<file path="src/rtl/arg_pkg.sv">
package arg_pkg;

  typedef enum logic [1:0] {
    MODE_OFF = 2'd0,
    MODE_RO  = 2'd1,
    MODE_WO  = 2'd2,
    MODE_RW  = 2'd3
  } mode_e;

  localparam logic [1:0] RESP_OKAY   = 2'b00;
  localparam logic [1:0] RESP_DECERR = 2'b11;
  localparam int unsigned PROT_W = 3;

  // direction check: is_wr selects write permission
  function automatic logic mode_allows(input mode_e m, input logic is_wr);
    if (is_wr) return (m == MODE_WO) || (m == MODE_RW);
    else       return (m == MODE_RO) || (m == MODE_RW);
  endfunction

  // every required bit must be present in the request protection
  function automatic logic prot_ok(input logic [PROT_W-1:0] prot,
                                   input logic [PROT_W-1:0] need);
    return (prot & need) == need;
  endfunction

endpackage

</file>
<file path="src/rtl/arg_range_regs.sv">
module arg_range_regs
  import arg_pkg::*;
#(
  parameter int unsigned NR = 8,
  parameter int unsigned AW = 32,
  localparam int unsigned IDX_W = (NR > 1) ? $clog2(NR) : 1,
  localparam int unsigned RA_W = IDX_W + 2
) (
  input  logic              clk,
  input  logic              rst_n,
  input  logic              reg_we,
  input  logic [RA_W-1:0]   reg_addr,
  input  logic [AW-1:0]     reg_wdata,
  output logic [AW-1:0]     base_o  [NR],
  output logic [AW-1:0]     limit_o [NR],
  output mode_e             mode_o  [NR],
  output logic [PROT_W-1:0] mask_o  [NR]
);

  logic [IDX_W-1:0] sel_idx;
  logic [1:0]       sel_fld;

  assign sel_idx = reg_addr[RA_W-1:2];
  assign sel_fld = reg_addr[1:0];

  for (genvar g = 0; g < NR; g++) begin : g_win
    logic hit_me;
    assign hit_me = reg_we && (sel_idx == IDX_W'(g));

    always_ff @(posedge clk or negedge rst_n) begin
      if (!rst_n) begin
        base_o[g]  <= '0;
        limit_o[g] <= '0;
        mode_o[g]  <= MODE_OFF;
        mask_o[g]  <= '0;
      end else if (hit_me) begin
        case (sel_fld)
          2'd0:    base_o[g]  <= reg_wdata;
          2'd1:    limit_o[g] <= reg_wdata;
          2'd2:    mode_o[g]  <= mode_e'(reg_wdata[1:0]);
          default: mask_o[g]  <= reg_wdata[PROT_W-1:0];
        endcase
      end
    end
  end

endmodule

</file>
<file path="src/rtl/arg_decode.sv">
module arg_decode
  import arg_pkg::*;
#(
  parameter int unsigned NR = 8,
  parameter int unsigned AW = 32,
  parameter bit          IS_WR = 1'b0,
  localparam int unsigned IDX_W = (NR > 1) ? $clog2(NR) : 1
) (
  input  logic [AW-1:0]     addr_i,
  input  logic [PROT_W-1:0] prot_i,
  input  logic [AW-1:0]     base_i  [NR],
  input  logic [AW-1:0]     limit_i [NR],
  input  mode_e             mode_i  [NR],
  input  logic [PROT_W-1:0] mask_i  [NR],
  output logic              hit_o,
  output logic              allow_o
);

  function automatic logic in_window(input logic [AW-1:0] a,
                                     input logic [AW-1:0] lo,
                                     input logic [AW-1:0] hi);
    return (a >= lo) && (a <= hi);
  endfunction

  logic [IDX_W-1:0] win_idx;

  // scan high to low so the lowest matching index is left standing
  always_comb begin
    hit_o   = 1'b0;
    win_idx = '0;
    for (int i = NR - 1; i >= 0; i--) begin
      if (mode_i[i] != MODE_OFF && in_window(addr_i, base_i[i], limit_i[i])) begin
        hit_o   = 1'b1;
        win_idx = IDX_W'(i);
      end
    end
    allow_o = hit_o && mode_allows(mode_i[win_idx], IS_WR)
              && prot_ok(prot_i, mask_i[win_idx]);
  end

endmodule

</file>
<file path="src/rtl/arg_rd_path.sv">
module arg_rd_path
  import arg_pkg::*;
#(
  parameter int unsigned AW  = 32,
  parameter int unsigned DW  = 32,
  parameter int unsigned IDW = 4
) (
  input  logic              clk,
  input  logic              rst_n,
  input  logic              allow_i,
  input  logic              s_arvalid,
  output logic              s_arready,
  input  logic [AW-1:0]     s_araddr,
  input  logic [PROT_W-1:0] s_arprot,
  input  logic [IDW-1:0]    s_arid,
  input  logic [7:0]        s_arlen,
  output logic              m_arvalid,
  input  logic              m_arready,
  output logic [AW-1:0]     m_araddr,
  output logic [PROT_W-1:0] m_arprot,
  output logic [IDW-1:0]    m_arid,
  output logic [7:0]        m_arlen,
  output logic              s_rvalid,
  input  logic              s_rready,
  output logic [DW-1:0]     s_rdata,
  output logic [1:0]        s_rresp,
  output logic [IDW-1:0]    s_rid,
  output logic              s_rlast,
  input  logic              m_rvalid,
  output logic              m_rready,
  input  logic [DW-1:0]     m_rdata,
  input  logic [1:0]        m_rresp,
  input  logic [IDW-1:0]    m_rid,
  input  logic              m_rlast,
  output logic              reject_o,
  output logic              busy_o,
  output logic              loc_o
);

  typedef enum logic {RD_PASS, RD_ERR} rd_st_e;

  rd_st_e         st_q;
  logic [7:0]     left_q;
  logic [IDW-1:0] eid_q;
  logic           dn_mid_q;

  assign m_araddr = s_araddr;
  assign m_arprot = s_arprot;
  assign m_arid   = s_arid;
  assign m_arlen  = s_arlen;

  assign busy_o   = (st_q == RD_ERR);
  assign reject_o = (st_q == RD_PASS) && s_arvalid && !allow_i;
  assign loc_o    = busy_o && !dn_mid_q;

  always_comb begin
    if (st_q == RD_PASS) begin
      m_arvalid = s_arvalid && allow_i;
      s_arready = allow_i ? m_arready : 1'b1;
    end else begin
      m_arvalid = 1'b0;
      s_arready = 1'b0;
    end
  end

  assign s_rvalid = loc_o ? 1'b1          : m_rvalid;
  assign s_rdata  = loc_o ? '0            : m_rdata;
  assign s_rresp  = loc_o ? RESP_DECERR   : m_rresp;
  assign s_rid    = loc_o ? eid_q         : m_rid;
  assign s_rlast  = loc_o ? (left_q == 8'd0) : m_rlast;
  assign m_rready = loc_o ? 1'b0          : s_rready;

  always_ff @(posedge clk or negedge rst_n) begin
    if (!rst_n) begin
      st_q     <= RD_PASS;
      left_q   <= '0;
      eid_q    <= '0;
      dn_mid_q <= 1'b0;
    end else begin
      if (m_rvalid && m_rready) dn_mid_q <= !m_rlast;
      if (reject_o) begin
        st_q   <= RD_ERR;
        left_q <= s_arlen;
        eid_q  <= s_arid;
      end else if (loc_o && s_rready) begin
        if (left_q == 8'd0) st_q <= RD_PASS;
        else                left_q <= left_q - 8'd1;
      end
    end
  end

endmodule

</file>
<file path="src/rtl/arg_wr_path.sv">
module arg_wr_path
  import arg_pkg::*;
#(
  parameter int unsigned AW     = 32,
  parameter int unsigned DW     = 32,
  parameter int unsigned IDW    = 4,
  parameter int unsigned PEND_W = 4
) (
  input  logic              clk,
  input  logic              rst_n,
  input  logic              allow_i,
  input  logic              s_awvalid,
  output logic              s_awready,
  input  logic [AW-1:0]     s_awaddr,
  input  logic [PROT_W-1:0] s_awprot,
  input  logic [IDW-1:0]    s_awid,
  input  logic [7:0]        s_awlen,
  output logic              m_awvalid,
  input  logic              m_awready,
  output logic [AW-1:0]     m_awaddr,
  output logic [PROT_W-1:0] m_awprot,
  output logic [IDW-1:0]    m_awid,
  output logic [7:0]        m_awlen,
  input  logic              s_wvalid,
  output logic              s_wready,
  input  logic [DW-1:0]     s_wdata,
  input  logic              s_wlast,
  output logic              m_wvalid,
  input  logic              m_wready,
  output logic [DW-1:0]     m_wdata,
  output logic              m_wlast,
  output logic              s_bvalid,
  input  logic              s_bready,
  output logic [1:0]        s_bresp,
  output logic [IDW-1:0]    s_bid,
  input  logic              m_bvalid,
  output logic              m_bready,
  input  logic [1:0]        m_bresp,
  input  logic [IDW-1:0]    m_bid,
  output logic              reject_o,
  output logic              busy_o,
  output logic              sink_o,
  output logic              bloc_o
);

  typedef enum logic [1:0] {WR_PASS, WR_DRAIN, WR_RESP} wr_st_e;

  wr_st_e            st_q;
  logic [IDW-1:0]    eid_q;
  logic [PEND_W-1:0] pend_q;
  logic              pend_full;
  logic              aw_fwd;
  logic              w_fwd_last;

  assign m_awaddr = s_awaddr;
  assign m_awprot = s_awprot;
  assign m_awid   = s_awid;
  assign m_awlen  = s_awlen;
  assign m_wdata  = s_wdata;
  assign m_wlast  = s_wlast;

  assign pend_full = (pend_q == '1);
  assign busy_o    = (st_q != WR_PASS);
  assign reject_o  = (st_q == WR_PASS) && s_awvalid && !allow_i;
  assign sink_o    = (st_q == WR_DRAIN) && (pend_q == '0);
  assign bloc_o    = (st_q == WR_RESP);

  always_comb begin
    if (st_q == WR_PASS) begin
      m_awvalid = s_awvalid && allow_i && !pend_full;
      s_awready = allow_i ? (m_awready && !pend_full) : 1'b1;
    end else begin
      m_awvalid = 1'b0;
      s_awready = 1'b0;
    end
  end

  assign aw_fwd     = m_awvalid && m_awready;
  assign m_wvalid   = sink_o ? 1'b0 : s_wvalid;
  assign s_wready   = sink_o ? 1'b1 : m_wready;
  assign w_fwd_last = m_wvalid && m_wready && m_wlast;

  assign s_bvalid = bloc_o || m_bvalid;
  assign s_bresp  = bloc_o ? RESP_DECERR : m_bresp;
  assign s_bid    = bloc_o ? eid_q       : m_bid;
  assign m_bready = !bloc_o && s_bready;

  always_ff @(posedge clk or negedge rst_n) begin
    if (!rst_n) begin
      st_q   <= WR_PASS;
      eid_q  <= '0;
      pend_q <= '0;
    end else begin
      if (aw_fwd && !w_fwd_last)      pend_q <= pend_q + 1'b1;
      else if (!aw_fwd && w_fwd_last) pend_q <= pend_q - 1'b1;
      case (st_q)
        WR_PASS: if (reject_o) begin
          st_q  <= WR_DRAIN;
          eid_q <= s_awid;
        end
        WR_DRAIN: if (sink_o && s_wvalid && s_wlast) st_q <= WR_RESP;
        default:  if (s_bready) st_q <= WR_PASS;
      endcase
    end
  end

endmodule

</file>
<file path="src/rtl/axi_range_guard.sv">
module axi_range_guard
  import arg_pkg::*;
#(
  parameter int unsigned NR     = 8,
  parameter int unsigned AW     = 32,
  parameter int unsigned DW     = 32,
  parameter int unsigned IDW    = 4,
  parameter int unsigned PEND_W = 4,
  localparam int unsigned IDX_W = (NR > 1) ? $clog2(NR) : 1,
  localparam int unsigned RA_W  = IDX_W + 2
) (
  input  logic              clk,
  input  logic              rst_n,
  input  logic              reg_we,
  input  logic [RA_W-1:0]   reg_addr,
  input  logic [AW-1:0]     reg_wdata,
  input  logic              s_arvalid,
  output logic              s_arready,
  input  logic [AW-1:0]     s_araddr,
  input  logic [2:0]        s_arprot,
  input  logic [IDW-1:0]    s_arid,
  input  logic [7:0]        s_arlen,
  output logic              m_arvalid,
  input  logic              m_arready,
  output logic [AW-1:0]     m_araddr,
  output logic [2:0]        m_arprot,
  output logic [IDW-1:0]    m_arid,
  output logic [7:0]        m_arlen,
  output logic              s_rvalid,
  input  logic              s_rready,
  output logic [DW-1:0]     s_rdata,
  output logic [1:0]        s_rresp,
  output logic [IDW-1:0]    s_rid,
  output logic              s_rlast,
  input  logic              m_rvalid,
  output logic              m_rready,
  input  logic [DW-1:0]     m_rdata,
  input  logic [1:0]        m_rresp,
  input  logic [IDW-1:0]    m_rid,
  input  logic              m_rlast,
  input  logic              s_awvalid,
  output logic              s_awready,
  input  logic [AW-1:0]     s_awaddr,
  input  logic [2:0]        s_awprot,
  input  logic [IDW-1:0]    s_awid,
  input  logic [7:0]        s_awlen,
  output logic              m_awvalid,
  input  logic              m_awready,
  output logic [AW-1:0]     m_awaddr,
  output logic [2:0]        m_awprot,
  output logic [IDW-1:0]    m_awid,
  output logic [7:0]        m_awlen,
  input  logic              s_wvalid,
  output logic              s_wready,
  input  logic [DW-1:0]     s_wdata,
  input  logic              s_wlast,
  output logic              m_wvalid,
  input  logic              m_wready,
  output logic [DW-1:0]     m_wdata,
  output logic              m_wlast,
  output logic              s_bvalid,
  input  logic              s_bready,
  output logic [1:0]        s_bresp,
  output logic [IDW-1:0]    s_bid,
  input  logic              m_bvalid,
  output logic              m_bready,
  input  logic [1:0]        m_bresp,
  input  logic [IDW-1:0]    m_bid
);

  logic [AW-1:0]     win_base  [NR];
  logic [AW-1:0]     win_limit [NR];
  mode_e             win_mode  [NR];
  logic [PROT_W-1:0] win_mask  [NR];

  // named internal events, watched by the bound checker
  logic rd_hit, rd_allow, rd_reject, rd_busy, rd_loc;
  logic wr_hit, wr_allow, wr_reject, wr_busy, w_sink, b_loc;

  arg_range_regs #(.NR(NR), .AW(AW)) u_regs (
    .clk(clk), .rst_n(rst_n), .reg_we(reg_we), .reg_addr(reg_addr),
    .reg_wdata(reg_wdata), .base_o(win_base), .limit_o(win_limit),
    .mode_o(win_mode), .mask_o(win_mask)
  );

  arg_decode #(.NR(NR), .AW(AW), .IS_WR(1'b0)) u_rd_dec (
    .addr_i(s_araddr), .prot_i(s_arprot), .base_i(win_base),
    .limit_i(win_limit), .mode_i(win_mode), .mask_i(win_mask),
    .hit_o(rd_hit), .allow_o(rd_allow)
  );

  arg_decode #(.NR(NR), .AW(AW), .IS_WR(1'b1)) u_wr_dec (
    .addr_i(s_awaddr), .prot_i(s_awprot), .base_i(win_base),
    .limit_i(win_limit), .mode_i(win_mode), .mask_i(win_mask),
    .hit_o(wr_hit), .allow_o(wr_allow)
  );

  arg_rd_path #(.AW(AW), .DW(DW), .IDW(IDW)) u_rd (
    .clk(clk), .rst_n(rst_n), .allow_i(rd_allow),
    .s_arvalid(s_arvalid), .s_arready(s_arready), .s_araddr(s_araddr),
    .s_arprot(s_arprot), .s_arid(s_arid), .s_arlen(s_arlen),
    .m_arvalid(m_arvalid), .m_arready(m_arready), .m_araddr(m_araddr),
    .m_arprot(m_arprot), .m_arid(m_arid), .m_arlen(m_arlen),
    .s_rvalid(s_rvalid), .s_rready(s_rready), .s_rdata(s_rdata),
    .s_rresp(s_rresp), .s_rid(s_rid), .s_rlast(s_rlast),
    .m_rvalid(m_rvalid), .m_rready(m_rready), .m_rdata(m_rdata),
    .m_rresp(m_rresp), .m_rid(m_rid), .m_rlast(m_rlast),
    .reject_o(rd_reject), .busy_o(rd_busy), .loc_o(rd_loc)
  );

  arg_wr_path #(.AW(AW), .DW(DW), .IDW(IDW), .PEND_W(PEND_W)) u_wr (
    .clk(clk), .rst_n(rst_n), .allow_i(wr_allow),
    .s_awvalid(s_awvalid), .s_awready(s_awready), .s_awaddr(s_awaddr),
    .s_awprot(s_awprot), .s_awid(s_awid), .s_awlen(s_awlen),
    .m_awvalid(m_awvalid), .m_awready(m_awready), .m_awaddr(m_awaddr),
    .m_awprot(m_awprot), .m_awid(m_awid), .m_awlen(m_awlen),
    .s_wvalid(s_wvalid), .s_wready(s_wready), .s_wdata(s_wdata),
    .s_wlast(s_wlast), .m_wvalid(m_wvalid), .m_wready(m_wready),
    .m_wdata(m_wdata), .m_wlast(m_wlast),
    .s_bvalid(s_bvalid), .s_bready(s_bready), .s_bresp(s_bresp),
    .s_bid(s_bid), .m_bvalid(m_bvalid), .m_bready(m_bready),
    .m_bresp(m_bresp), .m_bid(m_bid),
    .reject_o(wr_reject), .busy_o(wr_busy), .sink_o(w_sink), .bloc_o(b_loc)
  );

endmodule

</file>
<file path="config.mk">
export PLATFORM = sky130hd
export DESIGN_NAME = axi_range_guard
export DESIGN_NICKNAME = d
export VERILOG_FILES = /design/src/rtl/arg_pkg.sv /design/src/rtl/arg_range_regs.sv /design/src/rtl/arg_decode.sv /design/src/rtl/arg_rd_path.sv /design/src/rtl/arg_wr_path.sv /design/src/rtl/axi_range_guard.sv
export SDC_FILE = /design/constraint.sdc
export NUM_CORES = 2
export LEC_CHECK = 0
export ABC_AREA = 1
export BUFFER_PORTS_ARGS = -buffer_cell sky130_fd_sc_hd__buf_2
export CAP_MARGIN = 20
export CORE_MARGIN = 1
export CORE_UTILIZATION = 40
export CTS_CLUSTER_DIAMETER = 100
export DETAILED_ROUTE_END_ITERATION = 8
export RECOVER_POWER = 50
export SLEW_MARGIN = 20
export SYNTH_ARGS = -nofsm -noshare
export SYNTH_HDL_FRONTEND = slang
export SYNTH_SLANG_ARGS = --single-unit
</file>
<file path="constraint.sdc">
create_clock -name clk -period 11.47 [get_ports clk]
set_input_delay 2.8675 -clock clk [delete_from_list [all_inputs] [get_ports clk]]
set_output_delay 2.8675 -clock clk [all_outputs]
set_load 0.1 [all_outputs]
</file>
# ---- Yosys cells after proc, flatten, opt, wreduce, memory -nomap -nowiden
# Index checks and enable logic that the tools add are counted.
dict set report classes {
  n_addsub 3
  magnitude_cmp 34
  eq_ne 21
  muxes 72
  bitwise_logic 6
  n_reduce_logical 129
}
# operator n
set ops {}
lappend ops {{>= comparator 32 bit} 16}
lappend ops {{<= comparator 32 bit} 16}
lappend ops {{AND reduction 2 bit} 35}
lappend ops {{logical AND 1 bit} 64}
lappend ops {{2-to-1 mux 3 bit} 20}
lappend ops {{2-to-1 mux 32 bit} 1}
lappend ops {{2-to-1 mux 1 bit} 30}
lappend ops {{2-to-1 mux 8 bit} 3}
lappend ops {{nonzero test 2 bit} 11}
lappend ops {{binary-select mux 3 bit (select 3 bit)} 2}
lappend ops {{2-to-1 mux 2 bit} 9}
lappend ops {{2-to-1 mux 4 bit} 4}
lappend ops {{binary-select mux 2 bit (select 3 bit)} 2}
lappend ops {{== test 3 bit, second input constant} 4}
lappend ops {{== test 2 bit, second input constant} 5}
lappend ops {{>= comparator 4 bit, second input constant} 2}
lappend ops {{zero test 1 bit} 8}
lappend ops {{zero test 8 bit} 1}
lappend ops {{NOT 3 -> 4 bit} 2}
lappend ops {{subtractor 8 x 1 -> 8 bit, second input constant} 1}
lappend ops {{bitwise AND 3 bit} 2}
lappend ops {{== test 2 x 1 -> 1 bit, second input constant} 3}
lappend ops {{== test 3 x 2 -> 1 bit, second input constant} 2}
lappend ops {{== test 3 bit} 2}
lappend ops {{other kinds (15)} 20}
dict set report word_totals {
  reg_bits 576
  out_inout_bits 182
  elab_cells 304
}

# ---- Depth between registers and ports, before layout
dict set report logic_depth {
  depth_word 27
  depth_mapped 38
}

# ---- Hierarchy
# A second synthesis with hierarchy kept.
dict set report hier_totals {
  cells_unflattened 7384
  area_unflattened_um2 52730.6
}
# module n_inst cells_per_inst area_each_um2 seq_area_each_um2
set modules_own_cells {}
lappend modules_own_cells {arg_decode 2 2211 13860.8 0.0}
lappend modules_own_cells {arg_range_regs 1 2513 22078.7 13813.2}
lappend modules_own_cells {arg_rd_path 1 267 1601.5 350.3}
lappend modules_own_cells {arg_wr_path 1 182 1328.8 250.2}

# ---- Least setup slack after synthesis
# No wires, ideal clock.
dict set report synth_timing {
  path_kind {input -> output}
  startpoint {input port s_araddr[0]}
  endpoint {output port m_arvalid}
  arrival_time_ns 7.211
  path_slack_ns 1.392
  stages 22
  n_path_buf 2
  path_cell_list {inv_1 -> ha_1 -> inv_1 -> a21oi_1 -> o21ai_0 -> nand2_1 -> o311ai_0 -> nand2_1 -> nand2_1 -> nand2_1 -> nand4_1 -> nand3_4 -> clkbuf_1 -> nand3_1 -> nand3_1 -> nand3_1 -> nand2_1 -> nand2_1 -> nor2_2 -> nand2_4 -> buf_4 -> nor3_1}
}
dict set report synth_via {
  elab_chain_len 21
}
# element line_no
set synth_rtl {}
lappend synth_rtl {{start: declaration} axi_range_guard.sv:19} ;# input logic [AW-1:0] s_araddr,
lappend synth_rtl {{>= comparator 32 bit or <= comparator 32 bit (tied branches)} arg_decode.sv:22} ;# return (a >= lo) && (a <= hi);
lappend synth_rtl {{logical AND 1 bit} arg_decode.sv:22}
lappend synth_rtl {{logical AND 1 bit} arg_decode.sv:32} ;# if (mode_i[i] != MODE_OFF && in_window(addr_i, base_i[i], limit_i[i])) begin
lappend synth_rtl {{2-to-1 mux 3 bit (8 in a row)} arg_decode.sv:32}
lappend synth_rtl {{NOT 3 -> 4 bit (not written as such)} {arg_decode.sv:37, arg_decode.sv:38}}
lappend synth_rtl {{binary-select mux 2 bit (select 3 bit)} arg_decode.sv:37} ;# allow_o = hit_o && mode_allows(mode_i[win_idx], IS_WR)
lappend synth_rtl {{2-to-1 mux 2 bit (not written as such) (2 in a row)} arg_decode.sv:37}
lappend synth_rtl {{== test 2 x 1 -> 1 bit or == test 2 bit (tied branches)} arg_pkg.sv:17} ;# else return (m == MODE_RO) || (m == MODE_RW);
lappend synth_rtl {{logical OR 1 bit} arg_pkg.sv:17}
lappend synth_rtl {{logical AND 1 bit} arg_decode.sv:37}
lappend synth_rtl {{logical AND 1 bit (*)} arg_decode.sv:38} ;# && prot_ok(prot_i, mask_i[win_idx]);
lappend synth_rtl {{logical AND 1 bit (*)} arg_rd_path.sv:58} ;# m_arvalid = s_arvalid && allow_i;
lappend synth_rtl {{2-to-1 mux 1 bit (*)} arg_rd_path.sv:57} ;# if (st_q == RD_PASS) begin
lappend synth_rtl {{end: declaration} axi_range_guard.sv:23} ;# output logic m_arvalid,
# Every way passes the cells marked *; elsewhere a longest branch is shown, timed or not. The select of a mux whose other input is x is not followed.

# ---- Worst setup path after layout
dict set report layout_timing {
  startpoint {input port s_awaddr[27]}
  endpoint {output port m_awvalid}
}
dict set report layout_via {
  elab_chain_len 22
}
# element line_no
set layout_rtl {}
lappend layout_rtl {{start: declaration} axi_range_guard.sv:43} ;# input logic [AW-1:0] s_awaddr,
lappend layout_rtl {{>= comparator 32 bit or <= comparator 32 bit (tied branches)} arg_decode.sv:22}
lappend layout_rtl {{logical AND 1 bit} arg_decode.sv:22}
lappend layout_rtl {{logical AND 1 bit} arg_decode.sv:32}
lappend layout_rtl {{2-to-1 mux 3 bit (8 in a row)} arg_decode.sv:32}
lappend layout_rtl {{NOT 3 -> 4 bit (not written as such)} {arg_decode.sv:37, arg_decode.sv:38}}
lappend layout_rtl {{binary-select mux 2 bit (select 3 bit)} arg_decode.sv:37}
lappend layout_rtl {{2-to-1 mux 2 bit (not written as such) (2 in a row)} arg_decode.sv:37}
lappend layout_rtl {{== test 2 bit} arg_pkg.sv:16} ;# if (is_wr) return (m == MODE_WO) || (m == MODE_RW);
lappend layout_rtl {{logical OR 1 bit} arg_pkg.sv:16}
lappend layout_rtl {{logical AND 1 bit} arg_decode.sv:37}
lappend layout_rtl {{logical AND 1 bit (*)} arg_decode.sv:38}
lappend layout_rtl {{logical AND 1 bit (*) (2 in a row)} arg_wr_path.sv:70} ;# m_awvalid = s_awvalid && allow_i && !pend_full;
lappend layout_rtl {{2-to-1 mux 1 bit (*)} arg_wr_path.sv:69} ;# if (st_q == WR_PASS) begin
lappend layout_rtl {{end: declaration} axi_range_guard.sv:47} ;# output logic m_awvalid,
# Marked as above.

==> out/qor.csv <==
metric,value,unit
critical path endpoint category,output port,
final worst-path cycle share,0.9585,
GRT Residual Overflow,0,
Vias,43309,
Root Driver,clkbuf_16,
first-pass GRT wire length,260400,um
GR Util All Layers,0.2902,
post-synthesis sequential area ratio,0.3024,
cell area after layout,0.05282,mm^2
Post-synth EDFFs,0,
Yosys top cell area share,0.3024,
WL/cell,22.32,um
failing checks,"max-capacitance violations, max-slew violations",
RSZ-0062 raised after global routing,no,
maximum VDD drop,0.0001269,V
clock latency on the worst-skew pair,0.67,ns
leading post-synthesis cells by cell area,"dfrtp_1, ha_1, nand2_1, o21ai_0, inv_1",
Hold Path Class,flip-flop to flip-flop,
FMAX,90.95,MHz
boundary pin count,404,
startpoint types,input pin,
Slew Limit Headroom,-3.150,
critical path required time,8.60,ns
gpl congestion,0.9935,
RR Startpoint,u_regs.base_o[95]$_DFFE_PN0P_,
Async SR Flop Fraction,1.000,
Worst Setup Path Type,input pin to output port,
Post-Syn Nets,7399,
port bufs,323,
Mapped Cells,6147,
DRT Wirelength,177100,um
final worst clock skew,0.03804,ns
Core Area,0.1181,mm^2
Via density,5.458,
Syn-to-layout area delta,10.80,%
Post-CTS Setup Bufs,0,
die outline width,347.2,um
average size of a mapped cell,7.755,um^2
Max Fanout on Critical Path,13,
DRC Markers,0,
Detailed Place HPWL,127200,um
Min-Delay Endpoint,u_wr.eid_q[0]$_DFFE_PN0P_,
TritonCTS buffer count,76,
Final Critical Period,10.99,ns
post-synth top area cell,dfrtp_1,
Syn. warnings,0,
DIE HEIGHT,347.2,um
clk sink count,576,
final setup margin,0.4755,ns
status,"complete, but fails checks",
R2R depth,28,
Fin. Hold Viols,0,
Leakage,26.99,nW
TritonRoute pass-1 iters,6,
fraction of layout cells with a size suffix above 1,0.08612,
Post-CTS Hold Buffers,0,
hold depth,2,
Total Die Area,0.1206,mm^2
clk slew on worst S/H paths,0.05,ns
Clock Tree Buf Depth,3,
Filler cells,11789,
dpl ws,0.6489,ns
r2r setup slk,4.96,ns
Mapped Area,0.04767,mm^2
1st-iter DRT viols,4213,
Synth cell types,50,
Max Cap Viol,15,
Worst Path Arrival,8.13,ns
TritonCTS clock tree,built,
Final Slew Violations,958,
worst reg2reg endpoint,u_wr.pend_q[3]$_DFFE_PN0P_,
Post-synth top flop,dfrtp_1,
Final Setup Violations,0,
hold path start,u_wr.eid_q[0]$_DFFE_PN0P_,
vias in the first global route,40645,
Tightest Pin Transition,6.224,ns
largest net degree at the start of global routing,146,
Initial Util,0.4037,
row count,126,
#FFs+latches synth,576,
Hold WS,0.4736,ns
Placed Instance Area,0.05027,mm^2
Routed Antenna Nets,0,
PostCTS Resize Cnt,0,
antenna violations before repair,4,
Power Dens Cells,169.1,mW/mm^2
H-tree lvl count,3,
layout net count,7592,
==> cell usage in the layout (no fill, tap or decap), types with 6 or more instances in the layout <==
master and n:
a21o_1 12, nand3_1 197, o21a_1 29, nor4_1 16, a21oi_1 489, clkinvlp_4 7
nand2_1 1409, o211ai_1 25, clkbuf_1 35, ha_1 1029, inv_1 833, clkbuf_16 78
and3_1 6, clkbuf_8 13, buf_4 52, or2_2 15, nand4_1 95, buf_2 318
o21ai_0 709, dfrtp_1 576, nand2_2 20, bufinv_16 9, nor2_1 280, a31oi_1 11
nor3_1 42, o311ai_0 6, o221ai_1 11, a211oi_1 11
==> cell usage after synthesis (2+ instances only) <==
master / number
a21oi_1: 489
buf_6: 3
o21bai_1: 5
a211oi_1: 11
nand3b_1: 5
nor3_1: 43
a2111oi_0: 3
inv_1: 833
o21a_1: 29
or2_2: 15
buf_4: 130
nor2_2: 2
a31oi_1: 11
xnor2_1: 3
xor2_1: 3
dfrtp_1: 576
ha_1: 1029
a21o_1: 12
clkbuf_1: 139
nand4_1: 95
nand2_2: 8
and3_1: 6
nor2_1: 281
o21ai_0: 709
nand2_4: 4
o221ai_1: 11
o211ai_1: 25
nor4b_2: 2
nor4_1: 19
nand3_2: 2
o311ai_0: 6
nand2_1: 1421
a31o_2: 2
nand3_1: 199
==> registers in the layout, indices dropped and copies added, names as in the netlist <==
| signal | count |
|---|---|
| u_regs.mask_o | 24 |
| u_rd.left_q | 8 |
| u_rd.dn_mid_q | 1 |
| u_wr.pend_q | 4 |
| u_rd.busy_o | 1 |
| u_wr.st_q | 2 |
| u_regs.base_o | 256 |
| u_rd.eid_q | 4 |
| u_regs.limit_o | 256 |
| u_wr.eid_q | 4 |
| u_regs.mode_o | 16 |
==> worst max-delay path, cell delays in order <==
cell and delay (ns):
buf_2 0.43, buf_4 0.27, ha_1 0.17, nand2_1 0.07
nor2_1 0.61, nand2_1 0.17, nor4_1 0.80, nand4_1 0.33
nand3_1 0.22, nand3_1 0.16, nand3_1 0.15, nand2_1 0.06
nand2_1 0.28, inv_1 0.25, nand3_1 0.14, nand2_1 0.06
nor2_1 0.11, nor2_1 0.06, nor2_1 0.16, nand2_2 0.18
nor2_1 0.12, buf_2 0.43
==> where the power goes <==
part	leakage (nW)	internal, mW	total, mW	switching (mW)
Sequential	7.44	2.44	2.67	0.235
Combinational	18.3	1.17	3.71	2.54
Clock	1.25	1.54	2.55	1.01
Total	27.0	5.15	8.93	3.78
==> stage by stage <==
step                      total power [mW]  cells  setup TNS, ns    util
after floorplan                      5.332   6147              0       -
after global placement               6.244   7797       -0.08022  0.4255
after detailed placement             6.351   7798              0  0.4257
after CTS                            8.929   7934              0  0.4478
after global routing                 9.568   7934              0  0.4473
final                                8.930   7935              0  0.4473
==> how the worst max path moves through the flow <==
| stage | startpoint | end | slack, ns | cells past startpoint |
|---|---|---|---|---|
| 2_1_floorplan | s_araddr[0] | m_arvalid | 1.39 | 22 |
| 4_1_cts | s_awaddr[31] | m_awvalid | 0.64 | 22 |
| 5_1_grt | s_awaddr[27] | m_awvalid | 0.42 | 22 |
| 3_5_place_dp | s_awaddr[31] | m_awvalid | 0.65 | 22 |
| 3_3_place_gp | s_awaddr[27] | s_awready | -0.08 | 23 |
| 6_report | s_awaddr[27] | m_awvalid | 0.48 | 22 |
==> area by class of cell <==
type                       count  area [um^2]  share of cell area
antenna                        1        2.502          0.00004738
sequential                   576        14410              0.2729
inverter                     835         3134             0.05934
timing repair buffer         389         2088             0.03954
tap                         1536         1922             0.03639
multi-input combinational   4462        28650              0.5424
clock buffer                 111         2206             0.04176
clock inverter                25        401.6            0.007604
==> per-layer routing <==
layer / vias to the layer above / routed length [um] / track usage
li1: 20825 / - / -
met3: 302 / 14820 / 0.04688
met1: 20588 / 80220 / 0.4132
met5: - / 11 / 0
met4: 2 / 6881 / 0.1063
met2: 1592 / 75170 / 0.4397
==> cell families after synthesis <==
| group | after synthesis | synth area share |
|---|---|---|
| xor+xnor | 6 | 0.001103 |
| compound gates | 1316 | 0.1446 |
| fa+ha+maj | 1030 | 0.2705 |
| buf+inv | 1109 | 0.09806 |
| simple gates | 2110 | 0.1833 |
| flops | 576 | 0.3024 |
Power figures use the tool's default switching activity.
